[src/rtl/fw_pkg.sv]
package fw_pkg;
  typedef enum logic [3:0] {
    ST_IDLE, ST_ADDR,
    ST_RL1, ST_RL2, ST_WL1, ST_WL2,
    ST_RH1, ST_RH2, ST_WH1, ST_WH2
  } fw_state_e;
endpackage

[src/rtl/fw_seq.sv]
module fw_seq
  import fw_pkg::*;
#(
  parameter int DIM_W     = 9,
  parameter int ADDR_W    = 15,
  parameter bit DUAL_LANE = 0
) (
  input  logic              clk,
  input  logic              rst,
  input  logic              start_req,
  input  logic [DIM_W-1:0]  frame_w,
  input  logic [DIM_W-1:0]  frame_h,
  output fw_state_e         st,
  output logic [ADDR_W-1:0] word_addr,
  output logic              odd_tail,
  output logic              frame_done
);
  localparam int PROD_W = 2 * DIM_W;
  localparam fw_state_e LAST_ST = DUAL_LANE ? ST_WL2 : ST_WH2;

  logic [PROD_W-1:0] prod;
  logic [PROD_W:0]   prod_p1;
  logic [PROD_W-1:0] word_idx, nwords_q;
  logic              odd_q, last_word;
  logic              unused_idx;

  assign prod      = PROD_W'(frame_w) * PROD_W'(frame_h);
  assign prod_p1   = {1'b0, prod} + 1'b1;
  assign last_word = (word_idx == nwords_q - 1'b1);
  assign odd_tail  = odd_q && last_word;
  assign word_addr = word_idx[ADDR_W-1:0];
  assign unused_idx = ^word_idx;

  always_ff @(posedge clk) begin
    if (rst) begin
      st         <= ST_IDLE;
      word_idx   <= '0;
      nwords_q   <= '0;
      odd_q      <= 1'b0;
      frame_done <= 1'b0;
    end else begin
      frame_done <= 1'b0;
      case (st)
        ST_IDLE: if (start_req) begin
          nwords_q <= prod_p1[PROD_W:1];
          odd_q    <= prod[0];
          word_idx <= '0;
          if (prod == '0) frame_done <= 1'b1;
          else            st <= ST_ADDR;
        end
        ST_ADDR: st <= ST_RL1;
        ST_RL1:  st <= ST_RL2;
        ST_RL2:  st <= ST_WL1;
        ST_WL1:  st <= ST_WL2;
        ST_WL2:  st <= DUAL_LANE ? ST_ADDR : ST_RH1;
        ST_RH1:  st <= ST_RH2;
        ST_RH2:  st <= ST_WH1;
        ST_WH1:  st <= ST_WH2;
        default: st <= ST_ADDR;
      endcase
      if (st == LAST_ST) begin
        if (last_word) begin
          st         <= ST_IDLE;
          word_idx   <= '0;
          frame_done <= 1'b1;
        end else begin
          st       <= ST_ADDR;
          word_idx <= word_idx + 1'b1;
        end
      end
    end
  end

  assert_done_pulse_R9: assert property (@(posedge clk) disable iff (rst)
    frame_done |=> !frame_done);
  assert_done_addr_R9: assert property (@(posedge clk) disable iff (rst)
    frame_done |-> word_addr == '0);
  assert_busy_start_R2: assert property (@(posedge clk) disable iff (rst)
    (st != ST_IDLE && start_req) |=> $stable(nwords_q));
  assert_addr_steady_R5: assert property (@(posedge clk) disable iff (rst)
    (st != ST_IDLE && st != LAST_ST) |=> $stable(word_addr));
endmodule

[src/rtl/fw_datapath.sv]
module fw_datapath
  import fw_pkg::*;
#(
  parameter bit DUAL_LANE = 0
) (
  input  logic        clk,
  input  logic        rst,
  input  fw_state_e   st,
  input  logic        odd_tail,
  input  logic [31:0] ram_rdata,
  input  logic [15:0] lane0_in,
  input  logic [15:0] lane1_in,
  output logic [15:0] lane0_out,
  output logic [15:0] lane1_out,
  output logic [3:0]  ram_we,
  output logic [31:0] ram_wdata
);
  logic [31:0] word_q, src;
  logic        first_rd, active;

  assign first_rd = (st == ST_RL1) || (st == ST_RH1);
  assign active   = (st != ST_IDLE) && (st != ST_ADDR);
  assign src      = first_rd ? ram_rdata : word_q;

  always_ff @(posedge clk) begin
    if (rst)           word_q <= '0;
    else if (first_rd) word_q <= ram_rdata;
  end

  generate
    if (DUAL_LANE) begin : g_dual
      logic wr;
      assign wr        = (st == ST_WL1) || (st == ST_WL2);
      assign lane0_out = active ? src[15:0]  : '0;
      assign lane1_out = active ? src[31:16] : '0;
      assign ram_we    = wr ? 4'b1111 : 4'b0000;
      assign ram_wdata = {odd_tail ? word_q[31:16] : lane1_in, lane0_in};
    end else begin : g_serial
      logic hi, wr_lo, wr_hi;
      logic unused_l1;
      assign unused_l1 = ^lane1_in;
      assign hi        = (st == ST_RH1) || (st == ST_RH2) ||
                         (st == ST_WH1) || (st == ST_WH2);
      assign wr_lo     = (st == ST_WL1) || (st == ST_WL2);
      assign wr_hi     = (st == ST_WH1) || (st == ST_WH2);
      assign lane0_out = !active ? '0 : (hi ? src[31:16] : src[15:0]);
      assign lane1_out = '0;
      assign ram_we    = wr_lo ? 4'b0011 : (wr_hi ? 4'b1100 : 4'b0000);
      assign ram_wdata = wr_hi ? {odd_tail ? word_q[31:16] : lane0_in, word_q[15:0]}
                               : {word_q[31:16], lane0_in};
    end
  endgenerate

  assert_addr_cycle_no_we_R5: assert property (@(posedge clk) disable iff (rst)
    (st == ST_ADDR) |-> ram_we == 4'b0000);
  assert_write_hold_R5: assert property (@(posedge clk) disable iff (rst)
    $rose(|ram_we) |=> ram_we == $past(ram_we));
  assert_we_legal_R5: assert property (@(posedge clk) disable iff (rst)
    DUAL_LANE ? (ram_we == 4'b0000 || ram_we == 4'b1111)
              : (ram_we == 4'b0000 || ram_we == 4'b0011 || ram_we == 4'b1100));
endmodule

[src/rtl/frame_walker.sv]
module frame_walker
  import fw_pkg::*;
#(
  parameter int DIM_W     = 9,
  parameter int ADDR_W    = 15,
  parameter bit DUAL_LANE = 0
) (
  input  logic              clk,
  input  logic              rst,
  input  logic              start_req,
  input  logic [DIM_W-1:0]  frame_w,
  input  logic [DIM_W-1:0]  frame_h,
  output logic [ADDR_W-1:0] ram_addr,
  output logic [3:0]        ram_we,
  output logic [31:0]       ram_wdata,
  input  logic [31:0]       ram_rdata,
  output logic [15:0]       lane0_out,
  input  logic [15:0]       lane0_in,
  output logic [15:0]       lane1_out,
  input  logic [15:0]       lane1_in,
  output logic              frame_done
);
  fw_state_e st;
  logic      odd_tail;

  fw_seq #(.DIM_W(DIM_W), .ADDR_W(ADDR_W), .DUAL_LANE(DUAL_LANE)) u_seq (
    .clk(clk), .rst(rst), .start_req(start_req),
    .frame_w(frame_w), .frame_h(frame_h),
    .st(st), .word_addr(ram_addr), .odd_tail(odd_tail),
    .frame_done(frame_done)
  );

  fw_datapath #(.DUAL_LANE(DUAL_LANE)) u_dp (
    .clk(clk), .rst(rst), .st(st), .odd_tail(odd_tail),
    .ram_rdata(ram_rdata), .lane0_in(lane0_in), .lane1_in(lane1_in),
    .lane0_out(lane0_out), .lane1_out(lane1_out),
    .ram_we(ram_we), .ram_wdata(ram_wdata)
  );

  assert_reset_idle_R1: assert property (@(posedge clk)
    $past(rst) |-> (!frame_done && ram_we == 4'b0000 && ram_addr == '0));
endmodule

[config.mk]
export PLATFORM = sky130hd
export DESIGN_NAME = frame_walker
export DESIGN_NICKNAME = d
export VERILOG_FILES = /design/src/rtl/fw_pkg.sv /design/src/rtl/fw_seq.sv /design/src/rtl/fw_datapath.sv /design/src/rtl/frame_walker.sv
export SDC_FILE = /design/constraint.sdc
export NUM_CORES = 1
export LEC_CHECK = 0
export CORE_MARGIN = 2
export CORE_UTILIZATION = 35
export DETAILED_ROUTE_END_ITERATION = 7
export DONT_BUFFER_PORTS = 1
export GPL_ROUTABILITY_DRIVEN = 0
export SLEW_MARGIN = 20
export SYNTH_ARGS = -nofsm -noshare
export SYNTH_HDL_FRONTEND = slang
export SYNTH_SLANG_ARGS = --single-unit
[constraint.sdc]
create_clock -name clk -period 7.8 [get_ports clk]
set_clock_uncertainty 0.05 [all_clocks]
set_input_delay 0.39 -clock clk [delete_from_list [all_inputs] [get_ports clk]]
set_output_delay 0.39 -clock clk [all_outputs]
set_load 0.05 [all_outputs]
Word level (Yosys, flattened, before mapping)
Cells that the tools add are included.

Bits in read-only memories: 0. Output and inout port bits: 84. Input port bits: 85. Logic and storage cells: 60. Memories kept: 0. Register bits: 74. Bits in writable memories: 0. Latch bits: 0.

Add/sub/neg operators: 3. Muxes and demuxes: 21. Reduce and logical (&&, ||, !) cells: 16. Eq/ne operators: 13. Magnitude comparators: 0. $mul: 1. Shift operators: 0. Divide/modulo/power cells: 0. Bitwise gates (word level): 0.

Operators by type and width (count): 18-bit 2-to-1 mux (4); 32-bit 2-to-1 mux (2); 16-bit 2-to-1 mux (3); 4-bit case mux with 9 select lines (1); 4-bit 2-to-1 mux (5); 18-bit by 1-bit adder with 19-bit output, second input constant (1); 18-bit by 1-bit adder with 18-bit output, second input constant (1); 18-bit equality test (1); 18-bit logical NOT (1); 9-bit by 9-bit multiplier with 18-bit output (1); 18-bit by 1-bit subtractor with 18-bit output, second input constant (1); 4-bit by 3-bit equality test with 1-bit output, second input constant (4); 4-bit by 2-bit equality test with 1-bit output, second input constant (2); 4-bit equality test, second input constant (2); 1-bit logical OR (6); 1-bit 2-to-1 mux (6); 3-bit by 2-bit inequality test with 1-bit output, second input constant (2); 2-bit AND reduction (3); 4-bit by 1-bit equality test with 1-bit output, second input constant (1); 4-bit logical NOT (1); 4-bit by 1-bit inequality test with 1-bit output, second input constant (1); 2-bit nonzero test (2); 4-bit nonzero test (1); 1-bit logical AND (2).

Logic depth before layout (Yosys ltp)
Gate-level depths: netlist (run 1).

Depth in word-level cells: 7. Mapped depth: 19. Mapped depth without buffers: 18.

By module
A second synthesis (run 1) with hierarchy kept.

Cell total of the unflattened synthesis: 945. Area total of the unflattened synthesis: 7777.5 sq um.

Modules (own cells, without submodules): fw_seq (sequential area each 840.8 sq um, cells an instance 702, area each 5672.9 sq um, times used 1); fw_datapath (sequential area each 640.6 sq um, cells an instance 243, area each 2104.5 sq um, times used 1).

Worst setup path after synthesis (run 1)
Ideal clock, no wire load.

Path type: input to register. From: input frame_w[5]. To: register u_seq.nwords_q[15]. Cell stages on the path: 18. Arrival time: 5.605 ns. Required time: 7.664 ns. Library setup time: 0.086 ns. Setup slack: 2.060 ns. Path buffers: 2. Cell sequence: clkbuf_1 > and2_1 > fa_1 > fa_1 > fa_1 > inv_1 > fa_1 > inv_1 > ha_1 > clkbuf_1 > a211oi_1 > nor2_1 > or4b_2 > o311ai_0 > nand4_1 > nor4_1 > xor2_1 > a211oi_1.

Word-level cells in the longest chain between the ends: 2.

RTL lines: from (decl) (line frame_walker.sv:11) `input logic [DIM_W-1:0] frame_w,`; 9-bit by 9-bit multiplier with 18-bit output (line fw_seq.sv:27) `assign prod = PROD_W'(frame_w) * PROD_W'(frame_h);`; 18-bit by 1-bit adder with 19-bit output (line fw_seq.sv:28) `assign prod_p1 = {1'b0, prod} + 1'b1;`; to (signal assigned) (line fw_seq.sv:45) `nwords_q <= prod_p1[PROD_W:1];`; to (decl) (line fw_seq.sv:23) `logic [PROD_W-1:0] word_idx, nwords_q;`.

No other way between the ends. A chain may end at the register's enable or synchronous reset.

Worst setup path in the final report (run 1)
From: input frame_w[3]. To: register u_seq.nwords_q[16].

Same word-level chain as after synthesis.

==> metrics.md, run 1 <==
| Metric | Value |
|---|---|
| Run status | `finished clean` |
| Worst Max-Slew Pin Slew | `approximately 1100 ps` |
| Startpoint type of the worst setup path | `primary input` |
| Per-cell routed wire length | `14.45 um` |
| Endpoint of the worst-slack reg-to-reg timing path | `u_seq.word_idx[10]` |
| Number of violations reported at the end of detailed-routing iteration 0 | `327` |
| Number of synthesized register bits | `74` |
| Number of buffers between clock root and the deepest sink | `2` |
| Latest clock arrival within the worst-skew pair | `around 330 ps` |
| Layout overhead on the synthesized area | `4.967%` |
| DIE WIDTH | `151.9 um` |
| Class of the tightest hold or removal check | `primary input to register` |
| Clock net sink count | `74` |
| Setup slack of the critical path after layout | `2064 ps` |
| Period minus WS final | `5736 ps` |
| Family of cells with the greatest summed delay on the critical path | `adder cells` |
| Global Route Usage Sum | `0.1506` |
| Synth top cells by count | `122 x sky130_fd_sc_hd__nand2_1, 88 x sky130_fd_sc_hd__inv_1, 82 x sky130_fd_sc_hd__nor2_1` |
| Net count, final | `1086` |
| Maximum number of pins on one net before global-route repair | `between 60 and 70` |
| Fill cell count | `around 2.3k` |
| Max-capacitance violation count | `0` |
| RSZ-0062 raised after global routing | `no` |
| Primary FF master, synth | `sky130_fd_sc_hd__dfxtp_1` |
| Layout cells sized above 1 | `0.05470` |
| Data required time at the worst endpoint | `7980 ps` |
| Congestion Overflow GR | `0` |
| Register area share after synthesis | `0.1934` |
| Warning count from the yosys run | `0` |
| Final setup violating endpoints | `0` |
| Critical path cell sequence | `and2_1 -> fa_1 -> inv_1 -> fa_1 -> inv_1 -> fa_1 -> inv_1 -> fa_1 -> inv_1 -> ha_1 -> o21ai_0 -> nor2_1 -> or4b_2 -> o311ai_0 -> nand4_1 -> nor4_1 -> nor4b_1 -> a211o_1` |
| Post-route DRC | `0` |
| Rel. slew slack | `0.2659` |
| Worst Min Path Start | `rst` |
| Vias per Instance | `5.051` |
| Via count of the first global-routing pass | `6099` |
| Final antenna diode count | `0` |
| Starting density of the core | `0.3542` |
| R2R Path Start | `u_seq.nwords_q[0]` |
| Sum of routed wire length over all layers | `17260 um` |
| FFs w/ async S/R, synth | `0` |
| Worst Hold End | `u_dp.word_q[30]` |
| Core outline area | `0.02162 sq mm` |
| Final hold violation count | `0` |
| Number of buffers created by CTS | `9` |
| Cell Area, Synth | `0.007659 sq mm` |
| Number of rows in the core area | `54` |
| Boundary Pins | `169` |
| Slowest cell on crit path | `sky130_fd_sc_hd__or4b_2` |
| Most frequent cell after synthesis | `sky130_fd_sc_hd__nand2_1` |
| Power Density | `267.7 mW/mm^2` |
| Cell chosen for the clock root | `sky130_fd_sc_hd__clkbuf_16` |
| Capturing element type of the critical path | `register` |
| Critical Setup Path Class | `primary input to register` |
| Die area | `0.02308 sq mm` |
| Setup fix buffers added after clock tree synthesis | `0` |
| Signal arrival time at the worst endpoint | `~5900 ps` |
| Upper clock frequency limit | `between 150 and 200 MHz` |
| Hold path depth | `1` |
| Maximum fanout count along the critical path | `9` |
| Number of cells on the worst reg-to-reg path | `10` |
| Largest area contributor in the netlist | `sky130_fd_sc_hd__dfxtp_1` |
| Number of enable flip-flop cells after synthesis | `0` |
| HPWL after DPL | `13480 um` |
| IR drop worst, VDD | `0.0001170 V` |
| Iteration count of the initial detailed-routing pass | `4` |
| Cell leakage power | `0.003499 uW` |
| Reg clk slew, reported paths | `roughly 60 ps` |
| Largest stage delay, worst path | `670 ps` |
| IO Port Bufs | `0` |
| Final ANT Viol Nets | `0` |
| Summed negative setup slack over all endpoints | `0 ps` |
| Final instance area | `0.008039 sq mm` |
| Count of buffering cells on the critical path with inverters included | `4` |
| Area of placed instances | `0.007719 sq mm` |
| Cell types with the largest area share after synthesis | `sky130_fd_sc_hd__dfxtp_1 19%, sky130_fd_sc_hd__fa_1 13%, sky130_fd_sc_hd__ha_1 6.9%` |
| Vias | `6031` |
| Final cycle utilization of the critical path | `0.7354` |
| Number of H-tree branching levels | `3` |
| Vertical extent of the die | `151.9 um` |
| Post_cts resized | `0` |
| Number of antenna violations at the first check in global routing | `0` |
| Max-slew violation count | `0` |
| Global-route wire length before repair | `approximately 30000 um` |
| Post-synthesis average cell area | `between 8 and 9 sq um` |
| Number of buffers inserted for hold repair after clock tree synthesis | `0` |
| Number of instances in the synthesized netlist | `approximately 950` |
| Register-to-register path setup slack | `4230 ps` |
| Sequential standard cell area | `0.001481 sq mm` |
| Area used by multi-input combinational logic | `0.005502 sq mm` |
| Pre-CTS worst setup slack | `1714 ps` |
| Post-synth cell types | `63` |
| Clock tree from TritonCTS | `built` |
| Share of the synthesized area in the top cell type | `0.1934` |
metal layers:
metal,part of all wire,routed length (um),GRT usage
met1,0.48,8345,0.1991
met2,0.45,7734,0.2437
met3,0.038,659,0.02310
met4,0.030,517,0.06720
met5,0,0,0
where the power goes:
group          internal, uW  switching (uW)  leakage (uW)  total, uW
logic                   501             751       0.00274       1250
registers               413            41.7      0.000602        454
clock network           281             165      0.000153        446
area by class of cell:
type / instances / share of cell area
inverters: 89 / 0.04156
clock buffers: 10 / 0.02848
flip-flops and latches: 74 / 0.1843
clock inverters: 6 / 0.01121
repair buffers: 7 / 0.006537
multi-input cells: 728 / 0.6844
well taps: 280 / 0.04358
layout by cell type, fill, tap and decap left out, drive strengths merged, types with 7 or more instances in the layout:
master	n
a211oi	19
a21o	10
a21oi	24
and2	46
and3	9
buf	7
clkbuf	10
conb	16
dfxtp	74
fa	50
ha	42
inv	89
mux2	17
mux2i	50
nand2	122
nand2b	10
nand3	17
nand4	8
nor2	82
nor2b	21
nor3	23
nor3b	10
nor4	9
o21ai	18
or3	10
xnor2	20
xor2	26
stage by stage:
stage | hold WS [ps] | util | power [uW] | cells
final | 71.72 | 0.3718 | 2152 | 1194
after global routing | 60.94 | 0.3718 | 2358 | 1194
after CTS | 57.83 | 0.3718 | 2163 | 1194
after detailed placement | 423.0 | 0.3570 | 1711 | 1178
after global placement | 420.6 | 0.3570 | 1692 | 1178
after floorplan | 412.4 | - | 1503 | 966
worst max-delay path by stage:
stage | slack, ps | startpoint | depth (start not counted) | to
2_1_floorplan | 2060 | frame_w[5] | 18 | u_seq.nwords_q[15]
3_3_place_gp | 1870 | frame_w[3] | 18 | u_seq.nwords_q[15]
3_5_place_dp | 1710 | frame_w[3] | 18 | u_seq.nwords_q[15]
4_1_cts | 2080 | frame_w[3] | 18 | u_seq.nwords_q[15]
5_1_grt | 1800 | frame_w[3] | 18 | u_seq.nwords_q[15]
6_report | 2060 | frame_w[3] | 18 | u_seq.nwords_q[16]
logic make-up after synthesis:
kind of cell	synth area share
AO/OA/AOI/OAI	0.1054
AND/OR/NAND/NOR	0.2583
flip-flops	0.1934
adder cells (fa/ha/maj)	0.1993
multiplexers	0.09198
other	0.0004896
XOR/XNOR	0.05261
buffers and inverters	0.09851
sequential cells by signal (all words and copies together), names as in the netlist:
signal	cells
u_seq.frame_done	1
u_seq.nwords_q	18
u_seq.odd_q	1
u_seq.word_idx	18
u_dp.word_q	32
u_seq.st	4
worst register-to-register path: cells and delay by family, from the launching register on:
| family | cells | cell delay (ps) |
|---|---|---|
| XOR/XNOR | 1 | 180 |
| flip-flops | 1 | 350 |
| buffers and inverters | 1 | 80 |
| adder cells (fa/ha/maj) | 1 | 250 |
| AND/OR/NAND/NOR | 5 | 1840 |
| AO/OA/AOI/OAI | 2 | 700 |
(Power assumes the default switching activity.)
==> run 2: changes to the inputs <==
ABC_AREA = 1   (was default)
clock period = 4.83 ns   (was 7.8 ns; I/O delays follow)
==> run 2 against run 1 <==
Against the previous run: synthesized cell count grew 37%; register-to-register slack worse by 2200 ps; power increased by 66%; final area increased by 8.4%; critical endpoint is now u_seq.st[0].
==> metrics.md, run 2 <==
| Metric | Value |
|---|---|
| Run status | `finished clean` |
| Layout cells sized above 1 | `0.05734 (+0.002640)` |
| Number of instances in the synthesized netlist | `1304 (+37%)` |
| Power Density | `409.5 mW/mm^2 (+53%)` |
| Cell leakage power | `0.004952 uW (+42%)` |
| Number of buffers created by CTS | `9 (unchanged)` |
| R2R Path Start | `u_seq.word_idx[8]` |
| Most frequent cell after synthesis | `sky130_fd_sc_hd__nand2_1` |
| Critical Setup Path Class | `primary input to register` |
| DIE WIDTH | `157.4 um (+3.6%)` |
| Global-route wire length before repair | `32220 um (+8.7%)` |
| Period minus WS final | `4188 ps` |
| End-of-flow core utilization | `0.3747 (+0.002860)` |
| Area used by multi-input combinational logic | `0.005388 sq mm (-2.1%)` |
| Number of rows in the core area | `56 (+3.7%)` |
| Post-synth cell types | `40 (-37%)` |
| Max-slew violation count | `0 (unchanged)` |
| Warning count from the yosys run | `0 (unchanged)` |
| Number of violations reported at the end of detailed-routing iteration 0 | `365 (+12%)` |
| Upper clock frequency limit | `238.8 MHz` |
| Core outline area | `0.02326 sq mm (+7.6%)` |
| HPWL after DPL | `15400 um (+14%)` |
| Leading cell type in the layout, fill and taps excluded | `sky130_fd_sc_hd__nand2_1` |
| Vias per Instance | `4.563 (-9.7%)` |
| Reg clk slew, reported paths | `60 ps (about the same)` |
| Endpoint of the worst-slack reg-to-reg timing path | `u_seq.word_idx[14]` |
| IO Port Bufs | `0 (unchanged)` |
| Sequential standard cell area | `0.001481 sq mm (unchanged)` |
| Layout overhead on the synthesized area | `5.818%` |
| Worst Max-Slew Pin Slew | `1074 ps (-25.70 ps)` |
| Number of H-tree branching levels | `3 (unchanged)` |
| Tightest hold margin | `11.82 ps (-59.90 ps)` |
| Final ANT Viol Nets | `0 (unchanged)` |
| Number of antenna violations at the first check in global routing | `0 (unchanged)` |
| Flip-flop count of the largest register after layout | `32 (unchanged)` |
| Largest area contributor in the netlist | `sky130_fd_sc_hd__dfxtp_1` |
| Startpoint type of the worst setup path | `primary input` |
| Critical Path Sink | `u_seq.st[0]` |
| Number of buffers between clock root and the deepest sink | `2 (unchanged)` |
| RSZ-0062 raised after global routing | `no` |
| IR drop worst, VDD | `0.0001787 V (+53%)` |
| Register-to-register path setup slack | `1990 ps (-2240 ps)` |
| Final cycle utilization of the critical path | `0.8670` |
| Boundary Pins | `169 (unchanged)` |
| Primary FF master, synth | `sky130_fd_sc_hd__dfxtp_1` |
| Maximum fanout count along the critical path | `9 (unchanged)` |
| Register area share after synthesis | `0.1799 (-0.01358)` |
| Signal arrival time at the worst endpoint | `4360 ps (-1550 ps)` |
| Via count of the first global-routing pass | `6843 (+12%)` |
| Post-route DRC | `0 (unchanged)` |
| Vertical extent of the die | `157.4 um (+3.6%)` |
| Latest clock arrival within the worst-skew pair | `330 ps (about the same)` |
| Data required time at the worst endpoint | `5000 ps (-2980 ps)` |
| Number of enable flip-flop cells after synthesis | `0 (unchanged)` |
| Clock tree from TritonCTS | `built` |
| Iteration count of the initial detailed-routing pass | `5 (+1)` |
| FFs w/ async S/R, synth | `0 (unchanged)` |
| Fill cell count | `2567 (+14%)` |
| Number of synthesized register bits | `74 (unchanged)` |
| Summed negative setup slack over all endpoints | `0 ps (unchanged)` |
| Die area | `0.02478 sq mm (+7.3%)` |
| Cell Area, Synth | `0.008237 sq mm (+7.5%)` |
| Net count, final | `1445 (+33%)` |
| Per-cell routed wire length | `12.21 um (-16%)` |
| Area of placed instances | `0.008406 sq mm (+8.9%)` |
| Post_cts resized | `0 (unchanged)` |
| Setup slack of the critical path after layout | `642.3 ps (-1422 ps)` |
| Starting density of the core | `0.3541 (about the same)` |
| Clock net sink count | `74 (unchanged)` |
| Cell types with the largest area share after synthesis | `sky130_fd_sc_hd__dfxtp_1 18%, sky130_fd_sc_hd__nand2_1 16%, sky130_fd_sc_hd__fa_1 12%` |
| Congestion Overflow GR | `0 (unchanged)` |
| Final instance area | `0.008716 sq mm (+8.4%)` |
| Number of cells on the worst reg-to-reg path | `10 (unchanged)` |
| Final setup violating endpoints | `0 (unchanged)` |
| Synth top cells by count | `359 x sky130_fd_sc_hd__nand2_1, 251 x sky130_fd_sc_hd__inv_1, 108 x sky130_fd_sc_hd__nor2_1` |
| Global Route Usage Sum | `0.1592 (+0.008631)` |
| Class of the tightest hold or removal check | `primary input to register` |
| Post-synthesis average cell area | `6.316 sq um (-22%)` |
| Rel. slew slack | `0.2830 (+0.01715)` |
| Largest Register | `u_dp.word_q` |
| Max-capacitance violation count | `0 (unchanged)` |
| Biggest registers after layout | `u_dp.word_q: 32 flops, u_seq.nwords_q: 18 flops, u_seq.word_idx: 18 flops` |
| Most used cells in the layout excluding fill and tap cells | `359 x sky130_fd_sc_hd__nand2_1, 251 x sky130_fd_sc_hd__inv_1, 107 x sky130_fd_sc_hd__nor2_1, 74 x sky130_fd_sc_hd__dfxtp_1, 72 x sky130_fd_sc_hd__nand3_1` |
| Sum of routed wire length over all layers | `19430 um (+13%)` |
| Final antenna diode count | `0 (unchanged)` |
| Maximum number of pins on one net before global-route repair | `52 (-19%)` |
| Vias | `7265 (+20%)` |
| Capturing element type of the critical path | `register` |
| Share of the synthesized area in the top cell type | `0.1799 (-0.01358)` |
| Final hold violation count | `0 (unchanged)` |
| Cell chosen for the clock root | `sky130_fd_sc_hd__clkbuf_16` |
| Launch point of the worst path | `frame_w[3]` |
| Pre-CTS worst setup slack | `314.2 ps (-1400 ps)` |
run 2: cell count changes in the layout (fill, tap and decap cells not counted), sizes merged, moves of 18 or more:
| cell | delta |
|---|---|
| a211oi | -18 |
| a21oi | +29 |
| and2 | -43 |
| inv | +168 |
| mux2i | -34 |
| nand2 | +241 |
| nand3 | +58 |
| nor2 | +39 |
| nor2b | -21 |
| o21ai | +54 |
run 2: logic make-up (layout without fill, tap and decap cells):
kind of cell	Yosys count	after routing	share of synthesized area
multiplexers	16	16	0.01944
adder cells (fa/ha/maj)	92	92	0.1853
buffers and inverters	343	297	0.1742
AO/OA/AOI/OAI	132	132	0.08264
other	1	16	0.0004553
XOR/XNOR	42	42	0.04557
flip-flops	74	74	0.1799
AND/OR/NAND/NOR	604	604	0.3125
run 2: repair_timing:
item / in CTS / in global routing
setup buffers: 0 / 0
hold endpoints to repair: 51 / 0
hold buffers: 1 / 0
run 2: worst max-delay path, cell delays in order:
cell	delay, ps
sky130_fd_sc_hd__nand2_1	40
sky130_fd_sc_hd__inv_1	60
sky130_fd_sc_hd__fa_1	530
sky130_fd_sc_hd__inv_1	60
sky130_fd_sc_hd__fa_1	530
sky130_fd_sc_hd__inv_1	50
sky130_fd_sc_hd__fa_1	520
sky130_fd_sc_hd__inv_1	50
sky130_fd_sc_hd__fa_1	520
sky130_fd_sc_hd__inv_1	40
sky130_fd_sc_hd__ha_1	350
sky130_fd_sc_hd__nand2_1	110
sky130_fd_sc_hd__nor2_1	190
sky130_fd_sc_hd__nand3_1	120
sky130_fd_sc_hd__nand3_1	110
sky130_fd_sc_hd__nand2_1	50
sky130_fd_sc_hd__nand2_1	190
sky130_fd_sc_hd__nand2_1	80
sky130_fd_sc_hd__nor2_1	90
sky130_fd_sc_hd__nand3_1	150
sky130_fd_sc_hd__nand2_1	100
sky130_fd_sc_hd__nand2_1	50
sky130_fd_sc_hd__nand2_1	70
sky130_fd_sc_hd__nor2_1	30
run 2: where the power goes:
part / internal [uW] / switching, uW
logic: 737 / 1480
clock network: 375 / 260
registers: 668 / 49.9
total: 1780 / 1790
run 2: per-layer routing:
metal  track usage  wire length [um]  vias up
met4       0.03723               164        0
met1        0.2038              9101     3267
met5             0                 0        -
li1              -                 -     3846
met3       0.02643               820       11
met2        0.2793              9345      141
run 2: area by class of cell:
type	instances	share of cell area
multi-input combinational	902	0.6181
sequential	74	0.1700
inverter	257	0.1107
tap	319	0.04579
clock buffer	12	0.02943
timing repair buffer	24	0.02297
clock inverter	4	0.003015
run 2: how the worst min path moves through the flow:
stage,start,endpoint,depth (start not counted)
after floorplan,ram_rdata[16],u_dp.word_q[16],2
after global placement,rst,u_dp.word_q[14],1
after detailed placement,rst,u_dp.word_q[21],1
after CTS,rst,u_seq.nwords_q[4],3
after global routing,ram_rdata[16],u_dp.word_q[16],2
final,rst,u_seq.nwords_q[4],3
run 2: metrics by stage:
step	std cells	total power, uW
final	1592	3569
after global routing	1592	3996
after CTS	1592	3606
after detailed placement	1575	2940
after global placement	1575	2913
after floorplan	1319	2573
